$ cat src/rtl/scan_pkg.sv
package scan_pkg;

  // pages of the direct and control planes per band (four bytes per pixel)
  localparam int DIRECT_SCALE = 4;

  typedef enum logic [1:0] {
    PLANE_INDEX  = 2'd0,
    PLANE_DIRECT = 2'd1,
    PLANE_CTRL   = 2'd2,
    PLANE_NONE   = 2'd3
  } plane_e;

  typedef enum logic [1:0] {
    ST_IDLE,
    ST_SCAN,
    ST_WAIT,
    ST_CLEAR
  } scan_state_e;

  // strobes from the scan control into the dirty-bit datapath
  typedef struct packed {
    logic clrEn;   // clear the band range this cycle
    logic lookEn;  // the band lookup is being consumed
  } ctl_strobe_t;

endpackage

$ cat src/rtl/plane_map.sv
module plane_map #(
  parameter int PAGES  = 192,
  parameter int SCALE  = 1,
  parameter int PG_W   = 10,
  parameter int BAND_W = 8
) (
  input  logic              clk,
  input  logic              rstN,
  input  logic              setEn,
  input  logic [PG_W-1:0]   setPage,
  input  logic              markAll,
  input  logic              clrEn,
  input  logic [BAND_W-1:0] clrLo,
  input  logic [BAND_W-1:0] clrHi,
  input  logic [BAND_W-1:0] lookBand,
  output logic              lookDirty
);

  logic [PAGES-1:0] bits;
  logic [PAGES-1:0] nextBits;

  // set and markAll are applied after the clear, so a new write wins
  always_comb begin
    for (int i = 0; i < PAGES; i++) begin
      logic setHit;
      logic clrHit;
      setHit = setEn && (setPage == PG_W'(i));
      clrHit = clrEn && (clrLo <= BAND_W'(i / SCALE)) && (BAND_W'(i / SCALE) <= clrHi);
      nextBits[i] = markAll | setHit | (bits[i] & ~clrHit);
    end
  end

  always_ff @(posedge clk or negedge rstN) begin
    if (!rstN) bits <= '0;
    else       bits <= nextBits;
  end

  // OR of every page belonging to the looked-up band
  always_comb begin
    lookDirty = 1'b0;
    for (int k = 0; k < SCALE; k++) begin
      lookDirty = lookDirty | bits[int'(lookBand) * SCALE + k];
    end
  end

  a_r8_mark_all: assert property (@(posedge clk) disable iff (!rstN)
    markAll |=> (&bits));

  for (genvar i = 0; i < PAGES; i++) begin : g_chk
    a_r9_set_wins: assert property (@(posedge clk) disable iff (!rstN)
      (setEn && setPage == PG_W'(i)) |=> bits[i]);
    a_r5_range_cleared: assert property (@(posedge clk) disable iff (!rstN)
      (clrEn && !markAll && !(setEn && setPage == PG_W'(i)) &&
       clrLo <= BAND_W'(i / SCALE) && BAND_W'(i / SCALE) <= clrHi) |=> !bits[i]);
  end

endmodule

$ cat src/rtl/dirty_map.sv
module dirty_map
  import scan_pkg::*;
#(
  parameter int BANDS  = 192,
  parameter int PG_W   = 10,
  parameter int BAND_W = 8
) (
  input  logic              clk,
  input  logic              rstN,
  input  logic              trueColor,
  input  logic              snoopValid,
  input  logic [1:0]        snoopPlane,
  input  logic [PG_W-1:0]   snoopPage,
  input  logic              markAll,
  input  ctl_strobe_t       strobe,
  input  logic [BAND_W-1:0] cursor,
  input  logic [BAND_W-1:0] clrLo,
  input  logic [BAND_W-1:0] clrHi,
  output logic              bandDirty
);

  localparam int NUM_PLANES = 3;

  logic [NUM_PLANES-1:0] planeHit;

  for (genvar p = 0; p < NUM_PLANES; p++) begin : g_plane
    localparam int SC = (p == 0) ? 1 : DIRECT_SCALE;
    plane_map #(
      .PAGES (BANDS * SC),
      .SCALE (SC),
      .PG_W  (PG_W),
      .BAND_W(BAND_W)
    ) u_map (
      .clk      (clk),
      .rstN     (rstN),
      .setEn    (snoopValid && (snoopPlane == 2'(p))),
      .setPage  (snoopPage),
      .markAll  (markAll),
      .clrEn    (strobe.clrEn),
      .clrLo    (clrLo),
      .clrHi    (clrHi),
      .lookBand (cursor),
      .lookDirty(planeHit[p])
    );
  end

  always_comb begin
    bandDirty = strobe.lookEn &&
                (planeHit[PLANE_INDEX] ||
                 (trueColor && (planeHit[PLANE_DIRECT] || planeHit[PLANE_CTRL])));
  end

endmodule

$ cat src/rtl/scan_ctrl.sv
module scan_ctrl
  import scan_pkg::*;
#(
  parameter int BANDS  = 192,
  parameter int LINES  = 4,
  parameter int BAND_W = 8,
  parameter int LINE_W = 10
) (
  input  logic              clk,
  input  logic              rstN,
  input  logic              refreshStart,
  input  logic              bandDirty,
  input  logic              descReady,
  output logic [BAND_W-1:0] cursor,
  output logic [BAND_W-1:0] clrLo,
  output logic [BAND_W-1:0] clrHi,
  output ctl_strobe_t       strobe,
  output logic              descValid,
  output logic [LINE_W-1:0] yStart,
  output logic [LINE_W-1:0] lineCount,
  output logic              scanDone
);

  localparam int TOTAL = BANDS * LINES;

  scan_state_e       state;
  logic [BAND_W-1:0] runStart;
  logic              inRun;
  logic              anyDirty;
  logic              lastFlag;

  logic              isLast;
  logic              closeMid;
  logic              closeEnd;
  logic              emit;
  logic [LINE_W-1:0] nextY;
  logic [LINE_W-1:0] nextN;

  always_comb begin
    int firstI;
    int endI;
    isLast   = (cursor == BAND_W'(BANDS - 1));
    closeMid = inRun && !bandDirty;
    closeEnd = isLast && bandDirty;
    emit     = (state == ST_SCAN) && (closeMid || closeEnd);
    firstI   = inRun ? int'(runStart) : int'(cursor);
    endI     = closeEnd ? BANDS : int'(cursor);
    nextY    = LINE_W'(firstI * LINES);
    nextN    = LINE_W'((endI - firstI) * LINES);
  end

  always_comb begin
    strobe.lookEn = (state == ST_SCAN);
    strobe.clrEn  = (state == ST_CLEAR) && anyDirty;
  end

  always_ff @(posedge clk or negedge rstN) begin
    if (!rstN) begin
      state     <= ST_IDLE;
      cursor    <= '0;
      runStart  <= '0;
      inRun     <= 1'b0;
      anyDirty  <= 1'b0;
      clrLo     <= '0;
      clrHi     <= '0;
      lastFlag  <= 1'b0;
      descValid <= 1'b0;
      yStart    <= '0;
      lineCount <= '0;
      scanDone  <= 1'b0;
    end else begin
      scanDone <= (state == ST_CLEAR);
      unique case (state)
        ST_IDLE: begin
          if (refreshStart) begin
            cursor   <= '0;
            inRun    <= 1'b0;
            anyDirty <= 1'b0;
            lastFlag <= 1'b0;
            state    <= ST_SCAN;
          end
        end
        ST_SCAN: begin
          if (bandDirty) begin
            if (!anyDirty) clrLo <= cursor;
            anyDirty <= 1'b1;
            clrHi    <= cursor;
          end
          if (emit) begin
            descValid <= 1'b1;
            yStart    <= nextY;
            lineCount <= nextN;
            inRun     <= 1'b0;
            lastFlag  <= isLast;
            state     <= ST_WAIT;
          end else begin
            if (bandDirty && !inRun) begin
              runStart <= cursor;
              inRun    <= 1'b1;
            end
            if (isLast) state <= ST_CLEAR;
          end
          if (!isLast) cursor <= cursor + 1'b1;
        end
        ST_WAIT: begin
          if (descReady) begin
            descValid <= 1'b0;
            state     <= lastFlag ? ST_CLEAR : ST_SCAN;
          end
        end
        ST_CLEAR: state <= ST_IDLE;
        default:  state <= ST_IDLE;
      endcase
    end
  end

  a_r10_hold_stalled: assert property (@(posedge clk) disable iff (!rstN)
    (descValid && !descReady) |=> (descValid && $stable(yStart) && $stable(lineCount)));

  a_r11_done_single: assert property (@(posedge clk) disable iff (!rstN)
    scanDone |=> !scanDone);

  a_r3_desc_in_frame: assert property (@(posedge clk) disable iff (!rstN)
    descValid |-> (lineCount != '0 && (int'(yStart) + int'(lineCount)) <= TOTAL));

  a_r5_clear_ordered: assert property (@(posedge clk) disable iff (!rstN)
    strobe.clrEn |-> (clrLo <= clrHi));

endmodule

$ cat src/rtl/dirty_scan_top.sv
module dirty_scan_top
  import scan_pkg::*;
#(
  parameter int NUM_BANDS  = 192,
  parameter int PAGE_SHIFT = 12,
  parameter int LINE_SHIFT = 10
) (
  input  logic                                         clk,
  input  logic                                         rstN,
  input  logic                                         trueColor,
  input  logic                                         snoopValid,
  input  logic [1:0]                                   snoopPlane,
  input  logic [$clog2(NUM_BANDS*4)+PAGE_SHIFT-1:0]    snoopAddr,
  input  logic                                         markAll,
  input  logic                                         refreshStart,
  output logic                                         descValid,
  input  logic                                         descReady,
  output logic [$clog2(NUM_BANDS*(1<<(PAGE_SHIFT-LINE_SHIFT))+1)-1:0] descYStart,
  output logic [$clog2(NUM_BANDS*(1<<(PAGE_SHIFT-LINE_SHIFT))+1)-1:0] descLines,
  output logic                                         scanDone
);

  localparam int LINES  = 1 << (PAGE_SHIFT - LINE_SHIFT);
  localparam int PG_W   = $clog2(NUM_BANDS * DIRECT_SCALE);
  localparam int AW     = PG_W + PAGE_SHIFT;
  localparam int BAND_W = $clog2(NUM_BANDS);
  localparam int LINE_W = $clog2(NUM_BANDS * LINES + 1);

  logic [PG_W-1:0]   snoopPage;
  logic              unusedOffset;
  logic              bandDirty;
  logic [BAND_W-1:0] cursor;
  logic [BAND_W-1:0] clrLo;
  logic [BAND_W-1:0] clrHi;
  ctl_strobe_t       strobe;

  assign snoopPage    = snoopAddr[AW-1:PAGE_SHIFT];
  assign unusedOffset = ^snoopAddr[PAGE_SHIFT-1:0];

  dirty_map #(
    .BANDS (NUM_BANDS),
    .PG_W  (PG_W),
    .BAND_W(BAND_W)
  ) u_map (
    .clk       (clk),
    .rstN      (rstN),
    .trueColor (trueColor),
    .snoopValid(snoopValid),
    .snoopPlane(snoopPlane),
    .snoopPage (snoopPage),
    .markAll   (markAll),
    .strobe    (strobe),
    .cursor    (cursor),
    .clrLo     (clrLo),
    .clrHi     (clrHi),
    .bandDirty (bandDirty)
  );

  scan_ctrl #(
    .BANDS (NUM_BANDS),
    .LINES (LINES),
    .BAND_W(BAND_W),
    .LINE_W(LINE_W)
  ) u_ctrl (
    .clk         (clk),
    .rstN        (rstN),
    .refreshStart(refreshStart),
    .bandDirty   (bandDirty),
    .descReady   (descReady),
    .cursor      (cursor),
    .clrLo       (clrLo),
    .clrHi       (clrHi),
    .strobe      (strobe),
    .descValid   (descValid),
    .yStart      (descYStart),
    .lineCount   (descLines),
    .scanDone    (scanDone)
  );

endmodule

$ cat config.mk
export PLATFORM = sky130hd
export DESIGN_NAME = dirty_scan_top
export DESIGN_NICKNAME = d
export VERILOG_FILES = /design/src/rtl/scan_pkg.sv /design/src/rtl/plane_map.sv /design/src/rtl/dirty_map.sv /design/src/rtl/scan_ctrl.sv /design/src/rtl/dirty_scan_top.sv
export SDC_FILE = /design/constraint.sdc
export NUM_CORES = 2
export LEC_CHECK = 0
export BUFFER_PORTS_ARGS = -buffer_cell sky130_fd_sc_hd__clkbuf_2
export CAP_MARGIN = 20
export CORE_MARGIN = 2
export CORE_UTILIZATION = 30
export DETAILED_ROUTE_END_ITERATION = 7
export PLACE_DENSITY_LB_ADDON = 0.15
export RECOVER_POWER = 50
export SLEW_MARGIN = 15
export SYNTH_ARGS = -nofsm -noshare
export SYNTH_HDL_FRONTEND = slang
export SYNTH_SLANG_ARGS = --single-unit
export TNS_END_PERCENT = 5
$ cat constraint.sdc
create_clock -name clk -period 14.1 [get_ports clk]
set_input_delay 1.41 -clock clk [delete_from_list [all_inputs] [get_ports clk]]
set_output_delay 1.41 -clock clk [all_outputs]
set_load 0.005 [all_outputs]
==> metrics.md <==
| Metric | Value |
|---|---|
| Min Tclk post-route | `9.467 ns` |
| CTS root buffer | `clkbuf_16` |
| Post-synth top area cell | `dfrtp_1` |
| TritonCTS clock tree | `done` |
| Die H | `521.5 um` |
| Avg WL per Cell | `39.70 um` |
| Initial antenna violation count | `42` |
| Maxcap violations | `39` |
| Starting Density | `a little under a third` |
| Slowest stage cell, crit path | `clkbuf_1` |
| Post-Syn Instances | `6522` |
| Predominant post-synthesis flop cell | `dfrtp_1` |
| Violated checks | `capacitance limit, slew limit` |
| Area grow syn2layout | `13.92%` |
| Fill count | `26410` |
| LEAKAGE | `26.99 nW` |
| 1st-iter DRT viols | `10310` |
| Yosys cell types | `between 80 and 90` |
| HP Class | `flop to flop` |
| Hold path depth | `1` |
| Ranking of synthesized cells by area | `dfrtp_1 56%, a221o_1 22%, mux4_2 3.6%` |
| Crit-path max cell delay | `4.44 ns` |
| Status | `finished with violations` |
| Hold buffer count at CTS | `0` |
| Drt first pass iters | `8` |
| Area of the multi-input gates | `0.03307 mm^2` |
| Post-CTS Setup Inserts | `0` |
| Buf+Inv Stages, Crit Path | `4` |
| CP Max Fanout | `171` |
| Die Width | `roughly 520 um` |
| Setup TNS Final | `0 ns` |
| Nets | `6444` |
| Fin Clk Skew | `0.04546 ns` |
| Clock transition at path regs | `around 0.060 ns` |
| Async S/R FF share, synth | `100.0%` |
| Final setup fails | `0` |
| Core ar. | `between 0.2 and 0.3 mm^2` |
| Data arrival time of the worst path | `10.29 ns` |
| Yosys top cell area share | `55.53%` |
| CP endpoint kind | `asynchronous set/reset pin` |
| Unrepaired setup endpoints after global routing | `false` |
| Hold WS | `0.4970 ns` |
| Global placement routability congestion | `0.9758` |
| Vias | `between 60000 and 70000` |
| CP startpoint kind | `primary input` |
| I/O pin total | `53` |
| Setup CP Type | `primary input to asynchronous set/reset pin` |
| Worst-skew pair later-pin latency | `around 0.88 ns` |
| Final ANT Viol Nets | `0` |
| Slew @ Worst Pin | `6.630 ns` |
| CTS H-Tree Depth | `4` |
| Post-synth EDFFs | `0` |
| Worst path required time | `14.92 ns` |
| Sequential element share of the synthesized area | `55.53%` |
| Congestion Overflow GR | `0` |
| Vias in the first global route | `between 60000 and 70000` |
| Mapped cell area | `around 0.08 mm^2` |
| Maximum clock rate | `0.1056 GHz` |
| Share of cells above drive strength 1 | `12.19%` |
| Final period utilization | `about two thirds` |
| Post-cts resize count | `0` |
| Relative max-transition margin | `-342.0%` |
| Cell chain of the critical path | `clkbuf_1 -> buf_12 -> clkbuf_1 -> buf_12` |
| GRT Overall Usage | `28.80%` |
| Kind of cell adding the most delay to the critical path | `buffers and inverters` |
| Max clock buf depth | `3` |
| Port Buffers | `36` |
| Hold Fails Final Rpt | `0` |
| Synth Register Bits | `roughly 1800` |
| Peak supply drop | `0.1289 mV` |
| Synthesis Warnings | `0` |
| Die area | `around 0.27 mm^2` |
| Sequential cell area | `0.04463 mm^2` |
| Register-to-Register Path Depth | `21` |
| Global-route wire length before repair | `approximately 560000 um` |
| Clock sink count | `approximately 1800` |
| Largest net degree at the start of global routing | `236` |
| Cell Rows | `between 150 and 200` |
| Hpwl dp | `260900 um` |
| Residual DRC | `0` |
| Cts bufs inserted | `205` |
| Final wirelength | `402800 um` |
| P per Cell Area | `161.6 mW/mm^2` |
| Slew Limit Fails | `approximately 700` |
| Crit path depth | `4` |
| Vias/cell | `6.772` |
| Mean Syn Cell Area | `12.32 um^2` |
## worst paths after layout
path                                                          to                from  slack [ns]
worst max-delay path            u_map.g_plane[1].u_map.bits[364]                rstN        4.63
worst min-delay path                          u_ctrl.runStart[1]  u_ctrl.runStart[1]        0.50
worst max register to register               u_ctrl.lineCount[9]    u_ctrl.cursor[0]        5.47
worst min register to register                u_ctrl.runStart[1]  u_ctrl.runStart[1]        0.50
max in group clk                             u_ctrl.lineCount[9]    u_ctrl.cursor[0]        5.47
min in group asynchronous       u_map.g_plane[2].u_map.bits[307]                rstN        2.97
## cells in the mapped netlist (all sizes together), types with 32 or more instances
cell / instances
dfrtp: 1783
a221o: 1736
nor2: 592
clkbuf: 540
nor3: 238
nand2: 176
a21oi: 140
o21ai: 137
mux4: 130
buf: 121
nor4: 85
o211ai: 69
a211oi: 60
o221ai: 58
mux2i: 51
nand3: 48
or3: 45
mux2: 40
o31ai: 32
## metrics by stage
step                      cells  setup slack (ns)  utilization, %  instance area, um^2  power (mW)
after floorplan            6525             9.464               -                80360       7.210
after global placement     9732             6.105           31.79                84940       9.252
after detailed placement   9739             6.258           31.81                85010       9.245
after CTS                 10110             6.227           34.40                91920       14.76
after global routing      10130             3.313           34.24                91490       15.13
final                     10140             4.633           34.26                91530       14.79
## power by group
group / internal [mW] / switching (mW)
Sequential: 5.18 / 0.159
Combinational: 0.841 / 3.09
Clock: 3.14 / 2.37
## cell families after synthesis
logic type	share of synthesized area (%)
buffers and inverters	3.652
AND/OR/NAND/NOR	7.633
multiplexers	4.844
adder cells (fa/ha/maj)	0.1495
AO/OA/AOI/OAI	28.03
flip-flops	55.53
XOR/XNOR	0.1526
other	0.004667
## sequential cells by signal, indices dropped and copies added (netlist names)
register,cells
u_map.g_plane.u_map.bits,1728
u_ctrl.clrHi,8
u_ctrl.clrLo,8
u_ctrl.cursor,8
u_ctrl.lineCount,8
u_ctrl.runStart,8
u_ctrl.yStart,8
u_ctrl.state,2
u_ctrl.anyDirty,1
u_ctrl.descValid,1
u_ctrl.inRun,1
u_ctrl.lastFlag,1
u_ctrl.scanDone,1
## layout by cell type, fill, tap and decap left out, types with 84 or more instances in the layout
cell type	instances
clkbuf_16	205
o21ai_0	131
mux4_2	130
buf_4	189
a21oi_1	139
nand2_1	169
a221o_1	1736
nor4_1	84
nor3_1	237
dfrtp_1	1779
nor2_1	579
clkbuf_1	155
## routing by layer
metal	share of wire [%]	wire, um	track usage [%]
met5	0.037	149	0
met4	5.6	22670	14.38
met3	8.9	36020	6.522
met2	43	175100	42.09
met1	42	168900	39.94
## area by class of cell
type	count	share of cell area, %
antenna	22	0.06014
clock buffer	307	6.526
clock inverter	66	1.024
inverter	24	0.1012
multi-input combinational	4057	36.13
sequential	1783	48.76
tap	3552	4.855
timing repair buffer	333	2.547
(Power assumes the default switching activity.)
